$ cat config.mk
export PLATFORM = sky130hd
export DESIGN_NAME = stream_prefetcher
export DESIGN_NICKNAME = d
export VERILOG_FILES = /design/src/rtl/spf_pkg.sv /design/src/rtl/spf_tracker.sv /design/src/rtl/spf_queue.sv /design/src/rtl/spf_sat_counter.sv /design/src/rtl/stream_prefetcher.sv
export SDC_FILE = /design/constraint.sdc
export NUM_CORES = 1
export LEC_CHECK = 0
export ABC_AREA = 1
export BUFFER_PORTS_ARGS = -buffer_cell sky130_fd_sc_hd__buf_4
export CAP_MARGIN = 5
export CORE_MARGIN = 1
export CORE_UTILIZATION = 45
export CTS_BUF_LIST = sky130_fd_sc_hd__clkbuf_8
export DETAILED_ROUTE_END_ITERATION = 10
export PLACE_DENSITY = 0.73
export SLEW_MARGIN = 0
export SYNTH_ARGS = -nofsm -noshare
export SYNTH_HDL_FRONTEND = slang
export SYNTH_SLANG_ARGS = --single-unit
export TNS_END_PERCENT = 5
$ cat constraint.sdc
create_clock -name clk -period 7.7 [get_ports clk]
set_clock_uncertainty 0.2 [all_clocks]
set_input_delay 1.54 -clock clk [delete_from_list [all_inputs] [get_ports clk]]
set_output_delay 1.54 -clock clk [all_outputs]
set_load 0.01 [all_outputs]
$ cat src/rtl/spf_pkg.sv
package spf_pkg;

  // Outcome of looking up one miss against the stream table
  typedef enum logic [1:0] {
    CLS_IDLE = 2'd0,
    CLS_NEW  = 2'd1,
    CLS_NEAR = 2'd2,
    CLS_FAR  = 2'd3
  } miss_cls_e;

  localparam int DEF_ADDR_W     = 32;
  localparam int DEF_ENTRIES    = 8;
  localparam int DEF_PAGE_BITS  = 12;
  localparam int DEF_BLOCK_BITS = 6;
  localparam int DEF_NEAR_LIMIT = 256;
  localparam int DEF_QDEPTH     = 4;
  localparam int DEF_CNT_W      = 16;

endpackage

$ cat src/rtl/spf_tracker.sv
module spf_tracker
  import spf_pkg::*;
#(
  parameter int ADDR_W     = DEF_ADDR_W,
  parameter int ENTRIES    = DEF_ENTRIES,
  parameter int PAGE_BITS  = DEF_PAGE_BITS,
  parameter int BLOCK_BITS = DEF_BLOCK_BITS,
  parameter int NEAR_LIMIT = DEF_NEAR_LIMIT
) (
  input  logic              clk,
  input  logic              rst,
  input  logic              miss_valid,
  input  logic [ADDR_W-1:0] miss_addr,
  output logic              req_valid,
  output logic [ADDR_W-1:0] req_addr
);

  localparam int TAG_W = ADDR_W - PAGE_BITS;
  localparam int OFF_W = PAGE_BITS;
  localparam int IDX_W = (ENTRIES > 1) ? $clog2(ENTRIES) : 1;
  localparam int BLK_W = PAGE_BITS - BLOCK_BITS;

  logic             ent_valid [ENTRIES];
  logic [TAG_W-1:0] ent_page  [ENTRIES];
  logic [OFF_W-1:0] ent_last  [ENTRIES];
  logic [IDX_W-1:0] ent_age   [ENTRIES];

  logic [TAG_W-1:0] miss_page;
  logic [OFF_W-1:0] miss_off;
  logic [BLK_W-1:0] miss_blk;
  logic [ENTRIES-1:0] hit_vec;
  logic             hit_any;
  logic [IDX_W-1:0] hit_idx;
  logic             free_any;
  logic [IDX_W-1:0] free_idx;
  logic [IDX_W-1:0] lru_idx;
  logic [IDX_W-1:0] tgt_idx;
  logic signed [OFF_W:0] diff;
  logic [OFF_W:0]   mag;
  logic             near;
  logic             at_page_end;
  miss_cls_e        cls;

  assign miss_page   = miss_addr[ADDR_W-1:PAGE_BITS];
  assign miss_off    = miss_addr[PAGE_BITS-1:0];
  assign miss_blk    = miss_addr[PAGE_BITS-1:BLOCK_BITS];
  assign at_page_end = &miss_blk;

  // Parallel tag compare, one comparator per slot
  generate
    for (genvar g = 0; g < ENTRIES; g++) begin : g_cmp
      assign hit_vec[g] = ent_valid[g] && (ent_page[g] == miss_page);
    end
  endgenerate

  always_comb begin
    hit_any  = 1'b0;
    hit_idx  = '0;
    free_any = 1'b0;
    free_idx = '0;
    lru_idx  = '0;
    for (int i = 0; i < ENTRIES; i++) begin
      if (hit_vec[i] && !hit_any) begin
        hit_any = 1'b1;
        hit_idx = IDX_W'(i);
      end
      if (!ent_valid[i] && !free_any) begin
        free_any = 1'b1;
        free_idx = IDX_W'(i);
      end
      if (ent_age[i] == IDX_W'(ENTRIES - 1)) begin
        lru_idx = IDX_W'(i);
      end
    end
  end

  always_comb begin
    diff = $signed({1'b0, miss_off}) - $signed({1'b0, ent_last[hit_idx]});
    mag  = diff[OFF_W] ? (OFF_W+1)'(-diff) : (OFF_W+1)'(diff);
    near = mag < (OFF_W+1)'(NEAR_LIMIT);
  end

  always_comb begin
    if (!miss_valid)   cls = CLS_IDLE;
    else if (!hit_any) cls = CLS_NEW;
    else if (near)     cls = CLS_NEAR;
    else               cls = CLS_FAR;
  end

  assign tgt_idx   = hit_any ? hit_idx : (free_any ? free_idx : lru_idx);
  assign req_valid = (cls == CLS_NEAR) && !at_page_end;
  assign req_addr  = {miss_addr[ADDR_W-1:BLOCK_BITS] + 1'b1, {BLOCK_BITS{1'b0}}};

  always_ff @(posedge clk) begin
    if (rst) begin
      for (int i = 0; i < ENTRIES; i++) begin
        ent_valid[i] <= 1'b0;
        ent_page[i]  <= '0;
        ent_last[i]  <= '0;
        ent_age[i]   <= IDX_W'(i);
      end
    end else if (cls != CLS_IDLE) begin
      ent_valid[tgt_idx] <= 1'b1;
      ent_page[tgt_idx]  <= miss_page;
      ent_last[tgt_idx]  <= miss_off;
      for (int i = 0; i < ENTRIES; i++) begin
        if (IDX_W'(i) == tgt_idx) begin
          ent_age[i] <= '0;
        end else if (ent_age[i] < ent_age[tgt_idx]) begin
          ent_age[i] <= ent_age[i] + 1'b1;
        end
      end
    end
  end

endmodule

$ cat src/rtl/spf_queue.sv
module spf_queue #(
  parameter int W     = 32,
  parameter int DEPTH = 4
) (
  input  logic                       clk,
  input  logic                       rst,
  input  logic                       push,
  input  logic [W-1:0]               push_data,
  input  logic                       pop,
  output logic                       head_valid,
  output logic [W-1:0]               head_data,
  output logic [$clog2(DEPTH+1)-1:0] level
);

  localparam int PTR_W = (DEPTH > 1) ? $clog2(DEPTH) : 1;
  localparam int LVL_W = $clog2(DEPTH+1);

  logic [W-1:0]     mem [DEPTH];
  logic [PTR_W-1:0] wr_ptr;
  logic [PTR_W-1:0] rd_ptr;
  logic             do_pop;

  assign do_pop     = pop && (level != '0);
  assign head_valid = (level != '0);
  assign head_data  = mem[rd_ptr];

  // Storage carries no reset so it can map onto distributed RAM
  always_ff @(posedge clk) begin
    if (push) mem[wr_ptr] <= push_data;
  end

  always_ff @(posedge clk) begin
    if (rst) begin
      wr_ptr <= '0;
      rd_ptr <= '0;
      level  <= '0;
    end else begin
      if (push)   wr_ptr <= (wr_ptr == PTR_W'(DEPTH-1)) ? '0 : wr_ptr + 1'b1;
      if (do_pop) rd_ptr <= (rd_ptr == PTR_W'(DEPTH-1)) ? '0 : rd_ptr + 1'b1;
      case ({push, do_pop})
        2'b10:   level <= level + 1'b1;
        2'b01:   level <= level - 1'b1;
        default: level <= level;
      endcase
    end
  end

endmodule

$ cat src/rtl/spf_sat_counter.sv
module spf_sat_counter #(
  parameter int W = 16
) (
  input  logic         clk,
  input  logic         rst,
  input  logic         inc,
  output logic [W-1:0] count
);

  always_ff @(posedge clk) begin
    if (rst)                       count <= '0;
    else if (inc && (count != '1)) count <= count + 1'b1;
  end

endmodule

$ cat src/rtl/stream_prefetcher.sv
module stream_prefetcher
  import spf_pkg::*;
#(
  parameter int ADDR_W     = DEF_ADDR_W,
  parameter int ENTRIES    = DEF_ENTRIES,
  parameter int PAGE_BITS  = DEF_PAGE_BITS,
  parameter int BLOCK_BITS = DEF_BLOCK_BITS,
  parameter int NEAR_LIMIT = DEF_NEAR_LIMIT,
  parameter int QDEPTH     = DEF_QDEPTH,
  parameter int CNT_W      = DEF_CNT_W
) (
  input  logic              clk,
  input  logic              rst,
  input  logic              miss_valid,
  input  logic [ADDR_W-1:0] miss_addr,
  output logic              pf_valid,
  input  logic              pf_ready,
  output logic [ADDR_W-1:0] pf_addr,
  output logic [CNT_W-1:0]  drop_count
);

  localparam int LVL_W = $clog2(QDEPTH+1);

  logic              req_valid;
  logic [ADDR_W-1:0] req_addr;
  logic [LVL_W-1:0]  q_level;
  logic              q_room;
  logic              q_push;
  logic              q_drop;

  spf_tracker #(
    .ADDR_W(ADDR_W), .ENTRIES(ENTRIES), .PAGE_BITS(PAGE_BITS),
    .BLOCK_BITS(BLOCK_BITS), .NEAR_LIMIT(NEAR_LIMIT)
  ) u_track (
    .clk(clk), .rst(rst),
    .miss_valid(miss_valid), .miss_addr(miss_addr),
    .req_valid(req_valid), .req_addr(req_addr)
  );

  // A full queue still has room when its head leaves in the same cycle
  assign q_room = (q_level != LVL_W'(QDEPTH)) || (pf_valid && pf_ready);
  assign q_push = req_valid && q_room;
  assign q_drop = req_valid && !q_room;

  spf_queue #(.W(ADDR_W), .DEPTH(QDEPTH)) u_queue (
    .clk(clk), .rst(rst),
    .push(q_push), .push_data(req_addr),
    .pop(pf_ready),
    .head_valid(pf_valid), .head_data(pf_addr),
    .level(q_level)
  );

  spf_sat_counter #(.W(CNT_W)) u_drops (
    .clk(clk), .rst(rst), .inc(q_drop), .count(drop_count)
  );

endmodule

==> summary.md <==
| Metric | Value |
|---|---|
| Layout cell share with drive strength beyond 1 | `0.116` |
| Count of final max-slew check failures | `0` |
| Total number of placement rows | `between 80 and 90` |
| Metal2 WL | `just over 30 mm` |
| Area delta synth->final | `11.8%` |
| Die Ht | `about 230 um` |
| Total standard cell area after synthesis | `22,500 sq um` |
| Required time of the critical path | `about 7.8 ns` |
| Clock Power Share | `0.352` |
| Metal-1 WL | `27.9 mm` |
| Largest stage delay, worst path | `0.49 ns` |
| Highest clock frequency the design can meet | `144 MHz` |
| Commonest non-fill, non-tap cell in the layout | `nand2_1` |
| Number of hold buffers added after CTS | `0` |
| Vias in the first global route | `17.8k` |
| Count of input and output buffers | `78` |
| Finished Core Util | `0.511` |
| Post-synthesis sequential area ratio | `0.542` |
| Cell at the slowest stage of the critical path | `inv_2` |
| Chip Width | `about 230 um` |
| Highest signal layer in the routed design | `met4` |
| Max-slew headroom at the worst pin | `0.242` |
| Final Hold Vio Count | `0` |
| Number of CTS-inserted buffers | `71` |
| I/O pins | `85` |
| Std-Cell Core Area | `between 40,000 and 50,000 sq um` |
| Unrepaired setup endpoints after global routing | `false` |
| Source-to-sink clock delay at the later pin of the worst-skew pair | `around 0.64 ns` |
| Post-Syn Area per Cell | `about 8.7 sq um` |
| Sequential fraction of design power | `0.487` |
| Final Power | `about 5.4 mW` |
| Drt via density | `5.44` |
| Total congestion overflow | `0` |
| Wire length after detailed routing | `between 60 and 70 mm` |
| Cell leakage power | `around 11 nW` |
| Met3 WL post-DR | `a little under 6 mm` |
| Library cells used by synthesis | `59` |
| Placement Cell Area | `23,800 sq um` |
| Kind of capture point of the worst setup path | `flip-flop` |
| Critical path's most frequent cell | `nand2_1` |
| Synthesis warning total | `0` |
| Post-synthesis register bit count | `417` |
| Initial antenna violation count | `0` |
| Final RePlAce weighted congestion | `1.00` |
| Vias after detailed routing | `between 15k and 20k` |
| Overall track demand over capacity in global routing | `0.264` |
| Critical path fanouts, max | `26` |
| Global-route wire length before repair | `101 mm` |
| CTS Buffer Depth | `3` |
| Critical Setup Path Class | `in -> reg` |
| Number of H-tree levels | `3` |
| Number of max-capacitance violations reported | `0` |
| Outcome | `finished, final reports clean` |
| CTS tree | `built` |
| Comb pwr share | `0.161` |
| Antenna Violating Nets Remaining | `0` |
| Category of the worst setup path launch point | `primary input` |
| Net count of the finished layout | `between 2k and 3k` |
| PostCTS Resize Cnt | `0` |
| Switch share | `0.289` |
| Area of the die | `between 50,000 and 60,000 sq um` |
| Detailed placement HPWL | `between 40 and 50 mm` |
| Setup Viol. Count Final | `0` |
| Detailed Route Iter0 Violations | `~2.1k` |
| Aggregate negative setup slack | `0 ns` |
| Final worst path period share | `0.903` |
| Arrival @ worst endpoint | `between 7 and 8 ns` |
| Cells after Synth | `between 2k and 3k` |
| Clk Tree Root Cell | `clkbuf_8` |
| Pint | `3.83 mW` |
| Switching power | `~1.6 mW` |
| Slew at the pin closest to its max-slew limit | `about 1.1 ns` |
| Most frequent cells in the layout | `597 x nand2_1, 533 x nor2_1, 384 x edfxtp_1` |
| Post-detailed-route DRC marker count | `0` |
| IR Drop Worst-Case VDD | `roughly 0.000095 V` |
| Path category of the worst min-delay check | `reg -> reg` |
| CTS clk-pin slew, worst paths | `~0.060 ns` |
| Pre-Repair DR Iteration Count | `6` |
| Power density over cell area | `between 200 and 250 nW/um^2` |
| Sink count of the clock tree | `~420` |
| Wire per inst | `between 15 and 20 um` |
| Final antenna diode count | `0` |
| Pin count of the biggest net entering global routing | `54` |
| Starting density of the core | `0.457` |
| Fin area | `~25,000 sq um` |
| Minimum clock period after layout | `a little under 7 ns` |
| # Post-CTS Setup Buffers | `0` |
[power groups by stage]
stage          Sequential, mW  Combinational (mW)  Clock (mW)
2_1_floorplan            2.65               0.574           0
3_3_place_gp             2.66               0.842           0
3_5_place_dp             2.67               0.861           0
4_1_cts                  2.62               0.863        1.93
5_1_grt                  2.63               0.964        2.02
6_report                 2.62               0.869        1.89
[stage by stage]
stage | setup slack, ns | instances | hold WS [ns]
after floorplan | 0.634 | 2583 | 0.266
after global placement | 0.323 | 3271 | 0.282
after detailed placement | 0.280 | 3271 | 0.290
after CTS | 0.931 | 3398 | 0.310
after global routing | 0.257 | 3398 | 0.327
final | 0.744 | 3398 | 0.308
[routing by layer]
metal	vias to the layer above	GRT usage
met5	-	0
met4	0	0.109
met3	150	0.0490
met2	876	0.430
met1	8734	0.346
li1	8742	-
[registers in the layout, indices dropped and copies added, names as in the netlist, named ones only]
name,flops
u_queue.wr_ptr,2
u_track.ent_age,24
u_queue.level,3
u_queue.rd_ptr,2
u_track.ent_page,160
u_drops.count,16
u_queue.mem,104
u_track.ent_valid,8
u_track.ent_last,96
[critical path, delay by kind of cell]
family | cells | cell delay, ns
adder cells (fa/ha/maj) | 1 | 0.35
XOR/XNOR | 1 | 0.28
buffers and inverters | 7 | 1.49
AND/OR/NAND/NOR | 18 | 2.74
AO/OA/AOI/OAI | 4 | 0.60
[final cells by class]
cell class	instances	area (sq um)
timing repair buffer	136	1100
tap	664	831
multi-input combinational	1797	8730
fill	4493	24000
clock buffer	75	1030
inverter	257	967
sequential	417	12200
clock inverter	52	284
[cell families (layout without fill, tap and decap cells)]
kind of cell               count (synthesis)  in the layout  synth area share
buffers and inverters                    369            520            0.0706
DFF                                      417            417             0.542
AOI/OAI and AO/OA                        251            251            0.0645
adders and majority gates                 52             52            0.0296
muxes                                      1              1          0.000445
xor gates and xnor gates                  67             67            0.0261
and+or+nand+nor                         1420           1420             0.266
other                                      1              6          0.000167
[path summary, 6_finish.rpt]
kind / endpoint / start / cells past startpoint / slack [ns]
max: u_queue.mem[2][8] / miss_addr[19] / 31 / 0.74
min: u_drops.count[1] / u_drops.count[1] / 2 / 0.31
max reg2reg: u_queue.mem[2][8] / u_track.ent_page[7][6] / 28 / 1.83
min reg2reg: u_drops.count[1] / u_drops.count[1] / 2 / 0.31
[cells in the mapped netlist, drive strengths merged]
cell type,number,area share
nand3,118,0.027
o211a,1,0.00045
clkinv,5,0.00083
o31ai,3,0.0016
nor2,547,0.094
o21a,1,0.00033
o31a,1,0.00039
clkbuf,37,0.0062
nor4,9,0.0033
nand2b,2,0.00056
inv,252,0.042
nor3b,8,0.0029
o32ai,1,0.00039
o21ai,117,0.027
o21bai,2,0.00067
a41oi,1,0.00039
nand4,50,0.015
and3,3,0.00083
dfxtp,33,0.029
and2,1,0.00028
o211ai,6,0.0022
nor3,28,0.0062
o22ai,33,0.0092
nand3b,11,0.0037
or2,27,0.0075
mux2i,1,0.00045
nand2,616,0.11
a221oi,2,0.00078
buf,75,0.021
edfxtp,384,0.51
o221ai,3,0.0012
xnor2,28,0.011
a32o,2,0.00089
a21oi,53,0.012
a211oi,13,0.0043
ha,50,0.028
conb,1,0.00017
a31oi,12,0.0033
fa,2,0.0018
xor2,39,0.015
Power figures use the tool's default switching activity.
